==> src/rtl/snap_pkg.sv <==
package snap_pkg;

    typedef enum logic [2:0] {
        SRC_SWREAD = 3'd0,
        SRC_INDEX  = 3'd1,
        SRC_DI0    = 3'd2,
        SRC_DI1    = 3'd3,
        SRC_TIMER  = 3'd4
    } src_sel_e;

    localparam int HW_SRC_N = 4;
    localparam int HW_INDEX = 0;
    localparam int HW_DI0   = 1;
    localparam int HW_DI1   = 2;
    localparam int HW_TIMER = 3;

    typedef enum logic [1:0] {
        EDG_INIT = 2'd0,
        EDG_LOW  = 2'd1,
        EDG_HIGH = 2'd2
    } edge_state_e;

endpackage

==> src/rtl/snap_sync.sv <==
module snap_sync #(
    parameter int STAGES = 2
) (
    input  logic clk,
    input  logic rst_n,
    input  logic d,
    output logic q
);
    logic [STAGES-1:0] pipe_q;

    always_ff @(posedge clk) begin
        if (!rst_n) begin
            pipe_q <= '0;
        end else begin
            pipe_q[0] <= d;
            for (int i = 1; i < STAGES; i++) begin
                pipe_q[i] <= pipe_q[i-1];
            end
        end
    end

    assign q = pipe_q[STAGES-1];
endmodule

==> src/rtl/snap_edge_fsm.sv <==
module snap_edge_fsm
    import snap_pkg::*;
(
    input  logic clk,
    input  logic rst_n,
    input  logic armed,
    input  logic lvl,
    output logic rise
);
    edge_state_e state_q, state_d;

    always_comb begin
        state_d = state_q;
        unique case (state_q)
            EDG_INIT: if (armed) state_d = lvl ? EDG_HIGH : EDG_LOW;
            EDG_LOW:  if (lvl)   state_d = EDG_HIGH;
            EDG_HIGH: if (!lvl)  state_d = EDG_LOW;
            default:             state_d = EDG_INIT;
        endcase
    end

    always_ff @(posedge clk) begin
        if (!rst_n) state_q <= EDG_INIT;
        else        state_q <= state_d;
    end

    always_comb begin
        rise = 1'b0;
        unique case (state_q)
            EDG_LOW: rise = lvl;
            default: rise = 1'b0;
        endcase
    end


    rise_once_chk: assert property (@(posedge clk) disable iff (!rst_n)
        rise |=> !rise);


    init_quiet_chk: assert property (@(posedge clk) disable iff (!rst_n)
        (state_q == EDG_INIT) |-> !rise);
endmodule

==> src/rtl/snap_trig_sel.sv <==
module snap_trig_sel
    import snap_pkg::*;
(
    input  logic [2:0]          sel,
    input  logic [HW_SRC_N-1:0] hw_rise,
    input  logic                sw_hi_rd,
    output logic                cap
);
    always_comb begin
        cap = 1'b0;
        unique case (sel)
            SRC_SWREAD: cap = sw_hi_rd;
            SRC_INDEX:  cap = hw_rise[HW_INDEX];
            SRC_DI0:    cap = hw_rise[HW_DI0];
            SRC_DI1:    cap = hw_rise[HW_DI1];
            SRC_TIMER:  cap = hw_rise[HW_TIMER];
            default:    cap = 1'b0;
        endcase
    end
endmodule

==> src/rtl/snap_latch_unit.sv <==
module snap_latch_unit
    import snap_pkg::*;
#(
    parameter int CNT_W       = 24,
    parameter int SYNC_STAGES = 2
) (
    input  logic                             clk,
    input  logic                             rst_n,
    input  logic [CNT_W-1:0]                 cnt_val,
    input  logic                             idx_in,
    input  logic                             di0_in,
    input  logic                             di1_in,
    input  logic                             tmr_in,
    input  logic [2:0]                       src_sel,
    input  logic                             clr_on_cap,
    input  logic                             rd_en,
    input  logic [$clog2(CNT_W/8)-1:0]       rd_addr,
    output logic [7:0]                       rd_data,
    output logic                             cnt_clr_req
);
    localparam int BYTE_N   = CNT_W / 8;
    localparam int ADDR_W   = $clog2(BYTE_N);
    localparam int HI_ADDR  = BYTE_N - 1;
    localparam int SETTLE_W = $clog2(SYNC_STAGES + 1);

    logic [HW_SRC_N-1:0] hw_raw, hw_lvl, hw_rise;
    logic [SETTLE_W-1:0] settle_q;
    logic                settled;
    logic                sw_hi_rd, bypass;
    logic                cap_stb;
    logic [CNT_W-1:0]    snap_q;

    assign hw_raw[HW_INDEX] = idx_in;
    assign hw_raw[HW_DI0]   = di0_in;
    assign hw_raw[HW_DI1]   = di1_in;
    assign hw_raw[HW_TIMER] = tmr_in;

    // settle counter: edge machines stay in EDG_INIT until the synchronizers are full
    always_ff @(posedge clk) begin
        if (!rst_n)       settle_q <= '0;
        else if (!settled) settle_q <= settle_q + 1'b1;
    end
    assign settled = (settle_q == SETTLE_W'(SYNC_STAGES));

    for (genvar g = 0; g < HW_SRC_N; g++) begin : g_hw
        snap_sync #(.STAGES(SYNC_STAGES)) u_sync (
            .clk  (clk),
            .rst_n(rst_n),
            .d    (hw_raw[g]),
            .q    (hw_lvl[g])
        );
        snap_edge_fsm u_edge (
            .clk  (clk),
            .rst_n(rst_n),
            .armed(settled),
            .lvl  (hw_lvl[g]),
            .rise (hw_rise[g])
        );
    end

    assign sw_hi_rd = rd_en && (rd_addr == ADDR_W'(HI_ADDR));
    assign bypass   = sw_hi_rd && (src_sel == SRC_SWREAD);

    snap_trig_sel u_trig (
        .sel     (src_sel),
        .hw_rise (hw_rise),
        .sw_hi_rd(sw_hi_rd),
        .cap     (cap_stb)
    );

    always_ff @(posedge clk) begin
        if (!rst_n)       snap_q <= '0;
        else if (cap_stb) snap_q <= cnt_val;
    end

    assign cnt_clr_req = cap_stb && clr_on_cap;

    always_comb begin
        rd_data = 8'h00;
        if (rd_en) begin
            if (bypass) begin
                rd_data = cnt_val[HI_ADDR*8 +: 8];
            end else begin
                for (int b = 0; b < BYTE_N; b++) begin
                    if (rd_addr == ADDR_W'(b)) rd_data = snap_q[b*8 +: 8];
                end
            end
        end
    end


    cap_load_chk: assert property (@(posedge clk) disable iff (!rst_n)
        cap_stb |=> (snap_q == $past(cnt_val)));


    low_rd_hold_chk: assert property (@(posedge clk) disable iff (!rst_n)
        (src_sel == SRC_SWREAD && !sw_hi_rd) |=> $stable(snap_q));


    unused_sel_chk: assert property (@(posedge clk) disable iff (!rst_n)
        (src_sel > 3'd4) |=> $stable(snap_q));


    clr_single_chk: assert property (@(posedge clk) disable iff (!rst_n)
        (cnt_clr_req && src_sel != SRC_SWREAD) |=> !cnt_clr_req);
endmodule

==> config.mk <==
export PLATFORM = sky130hd
export DESIGN_NAME = snap_latch_unit
export DESIGN_NICKNAME = d
export VERILOG_FILES = /design/src/rtl/snap_pkg.sv /design/src/rtl/snap_sync.sv /design/src/rtl/snap_edge_fsm.sv /design/src/rtl/snap_trig_sel.sv /design/src/rtl/snap_latch_unit.sv
export SDC_FILE = /design/constraint.sdc
export NUM_CORES = 1
export LEC_CHECK = 0
export ABC_AREA = 0
export BUFFER_PORTS_ARGS = -buffer_cell sky130_fd_sc_hd__buf_2
export CAP_MARGIN = 20
export CORE_MARGIN = 8
export CORE_UTILIZATION = 41
export DETAILED_ROUTE_END_ITERATION = 12
export MAX_ROUTING_LAYER = met4
export PLACE_DENSITY_LB_ADDON = 0.15
export SLEW_MARGIN = 20
export SYNTH_ARGS = -nofsm -noshare
export SYNTH_HDL_FRONTEND = slang
export SYNTH_SLANG_ARGS = --single-unit
==> constraint.sdc <==
create_clock -name clk -period 2.5 [get_ports clk]
set_clock_uncertainty 0.1 [all_clocks]
set_input_delay 0.25 -clock clk [delete_from_list [all_inputs] [get_ports clk]]
set_output_delay 0.25 -clock clk [all_outputs]
set_load 0.05 [all_outputs]
==> summary.txt <==
STA
  – Final Setup Violations: 0
  – Fin crit period: 2140 ps
  – Final setup TNS: 0 ps
  – Hold slack: approximately 65 ps
  – RSZ-0062 raised after global routing: no
  – Rel. slew slack: 0.593
  – Final hold violation count: 0
  – Fmax: roughly 0.47 GHz
  – Slew Viols, Final: 0
  – Fin crit share: 0.856
  – Worst-margin pin slew: 611 ps

Floorplanning
  – Die span in x: 84.5 microns
  – I/O pin total: 46
  – Die Y: 84.5 microns
  – Rows: 25
  – Core area: 4630 sq um
  – Die ar.: between 7000 and 8000 sq um
  – Initial Util: 0.416

CTS
  – Clock tree from TritonCTS: yes
  – Hold-fix buffers at CTS: 0
  – Clock buffer depth: 2
  – Num CTS Buffers: 5
  – # Post-CTS Setup Buffers: 0
  – Post-CTS Resized: 0
  – Worst-path clk slew: 80 ps
  – TritonCTS Sinks: 42
  – Htree depth: 2
  – Root buffer cell: clkbuf_8
  – Clk_lat worst skew: 290 ps

Critical path
  – CP max stage cell: or3_1
  – Worst path bufs/invs: 1
  – Delay-heaviest family, CP: simple AND/OR/NAND/NOR gates
  – Crit-path cells: nand4b_1 -> or3_1 -> and4_4 -> nor2b_1 -> buf_2
  – Crit Path Category: reg2out
  – Crit start category: flop
  – CP Capture Type: primary output
  – Worst path max stage delay: 330 ps
  – Crit path DAT: around 1800 ps
  – CP required: 2150 ps
  – CP max FO: 19

Synth
  – Yosys Warn Count: 0
  – Syn_nets: 252
  – Mean Syn Cell Area: 9.00 sq um
  – Post-synthesis cell count: 214
  – Mapped Area: 1930 sq um
  – Post-synthesis cell type count: 26
  – Register area share after synthesis: 0.437
  – Leading area contributor after synthesis: dfxtp_1
  – Area contributors post-synth: dfxtp_1, mux2i_1, nand2_1
  – Share of the synthesized area in the top cell type: 0.437
  – Flops & latches, synth: 42

Route
  – Antenna-violating nets left: 0
  – Total Wirelength: 4.10 mm
  – Vias per std cell: 4.83
  – Iteration-0 DRC Markers: 51
  – TritonRoute pass-1 iters: 4
  – Total number of vias: 1477
  – Wire per inst: 13.4 microns
  – DRC violations left: 0

Cells and area
  – Area of the multi-input gates: slightly below 1000 sq um
  – Fill cells: roughly 500
  – Layout area overhead: 17.3%
  – Area occupied by registers: 841 sq um
  – N_diodes: 0
  – Number of nets in the layout: 290
  – Layout cell share with drive strength beyond 1: 0.226

Placed design
  – Detail Placement HPWL: 3.04 mm
  – PortBufs: 45
  – GPL Wtd Cong: roughly 0.75

Run status
  – Outcome: finished, final reports clean

Pwr
  – P_leak: approximately 1.2 nW
  – Worst VDD drop: 0.324 mV
  – Pwr/cell area: 668 nW/um^2

Global route
  – GRT Total Usage: 0.122
  – Initial antenna violation count: 0
  – Largest net degree at the start of global routing: 36
  – Gr ovfl total: 0
  – Vias in the first global route: 1503
  – First-pass GRT wire length: 6.82 mm

Worst hold path
  – Hold WC Path Type: in2reg

Run
  – Max_cap viols: 0
-- logic make-up (layout without fill, tap and decap cells) --
logic type | count (synthesis) | count (layout) | share of synthesized area
and+or+nand+nor | 95 | 95 | 0.236
AOI/OAI and AO/OA | 22 | 22 | 0.0884
muxes | 32 | 32 | 0.166
DFF | 42 | 42 | 0.437
adders and majority gates | 1 | 1 | 0.00650
xor gates and xnor gates | 1 | 1 | 0.00455
buffers and inverters | 21 | 59 | 0.0617
-- routing by layer --
metal / GRT usage / part of all wire / vias to the layer above / wire length [microns]
met5: - / 0 / - / 0
met4: 0.0485 / 0.014 / 0 / 56
met3: 0.0380 / 0.044 / 6 / 181
met2: 0.182 / 0.44 / 31 / 1800
met1: 0.149 / 0.50 / 649 / 2060
li1: - / - / 791 / -
-- worst paths after layout --
check	startpoint	to	slack, ps	cells after the start
worst max-delay path	g_hw[3].u_edge.state_q[1]$_SDFFE_PN0P_	cnt_clr_req	360	5
worst min-delay path	tmr_in	g_hw[3].u_sync.pipe_q[0]$_SDFF_PN0_	70	2
worst max register to register	g_hw[2].u_edge.state_q[1]$_SDFFE_PN0P_	snap_q[17]$_SDFFE_PN0P_	700	5
worst min register to register	g_hw[1].u_sync.pipe_q[0]$_SDFF_PN0_	g_hw[1].u_sync.pipe_q[1]$_SDFF_PN0_	340	1
-- cell type report --
class	count	area share
timing repair buffer	47	0.112
inverter	5	0.00831
tap	54	0.0299
multi-input combinational	151	0.428
clock inverter	1	0.0133
sequential	42	0.372
clock buffer	6	0.0366
-- synth_stat cells --
cell type / count
a21oi_1: 4
o211a_1: 8
nor2b_1: 3
and4b_1: 1
nand2_1: 61
and2_1: 10
buf_6: 4
buf_2: 2
or3_1: 1
inv_1: 5
nand4_1: 1
nand4b_1: 1
clkbuf_1: 8
nand4b_4: 1
ha_1: 1
nor2b_4: 1
xnor2_1: 1
dfxtp_1: 42
nor2_1: 9
and4_4: 1
o211ai_1: 8
mux2i_1: 32
buf_4: 2
nor4bb_1: 1
nor3_1: 4
o21ai_0: 2
-- stage by stage --
stage | std cells | cell area [sq um] | setup slack (ps) | total power, W | util
after global placement | 299 | 2150 | 432 | 0.000980 | 0.464
after detailed placement | 299 | 2150 | 414 | 0.000983 | 0.464
after CTS | 306 | 2260 | 329 | 0.00153 | 0.488
final | 306 | 2260 | 360 | 0.00151 | 0.488
after floorplan | 214 | 1930 | 361 | 0.000923 | -
after global routing | 306 | 2260 | 268 | 0.00159 | 0.488
-- registers in the layout (all words and copies together) (netlist names) --
register,count
snap_q,24
settle_q,2
g_hw.u_sync.pipe_q,8
g_hw.u_edge.state_q,8
-- cell usage in the layout, fill, tap and decap left out --
| master | synthesis | routed |
|---|---|---|
| or3_1 | 1 | 1 |
| clkbuf_8 | 0 | 6 |
| and2_1 | 10 | 10 |
| o211a_1 | 8 | 8 |
| nand4b_4 | 1 | 1 |
| inv_1 | 5 | 5 |
| nor3_1 | 4 | 4 |
| buf_12 | 0 | 1 |
| xnor2_1 | 1 | 1 |
| nor2_1 | 9 | 9 |
| and4_4 | 1 | 1 |
| mux2i_1 | 32 | 32 |
| a21oi_1 | 4 | 4 |
| ha_1 | 1 | 1 |
| nand4_1 | 1 | 1 |
| nor2b_4 | 1 | 1 |
| nand2_1 | 61 | 61 |
| o211ai_1 | 8 | 8 |
| nor4bb_1 | 1 | 1 |
| bufinv_16 | 0 | 1 |
| dfxtp_1 | 42 | 42 |
| nand4b_1 | 1 | 1 |
| nor2b_1 | 3 | 3 |
| and4b_1 | 1 | 1 |
| buf_4 | 2 | 1 |
| o21ai_0 | 2 | 2 |
| buf_2 | 2 | 45 |
-- worst register-to-register path, cell delays in order (launching register included) --
cell     delay (ps)
dfxtp_1         350
and4b_1         190
o21ai_0         170
and4_4          480
buf_4           260
mux2i_1         190
-- where the power goes --
group / internal [W] / leakage (nW) / switching [W]
registers: 0.000715 / 0.341 / 0.0000270
logic: 0.000106 / 0.792 / 0.000117
clock network: 0.000320 / 0.0573 / 0.000223
total: 0.00114 / 1.19 / 0.000367
(Power assumes the default switching activity.)
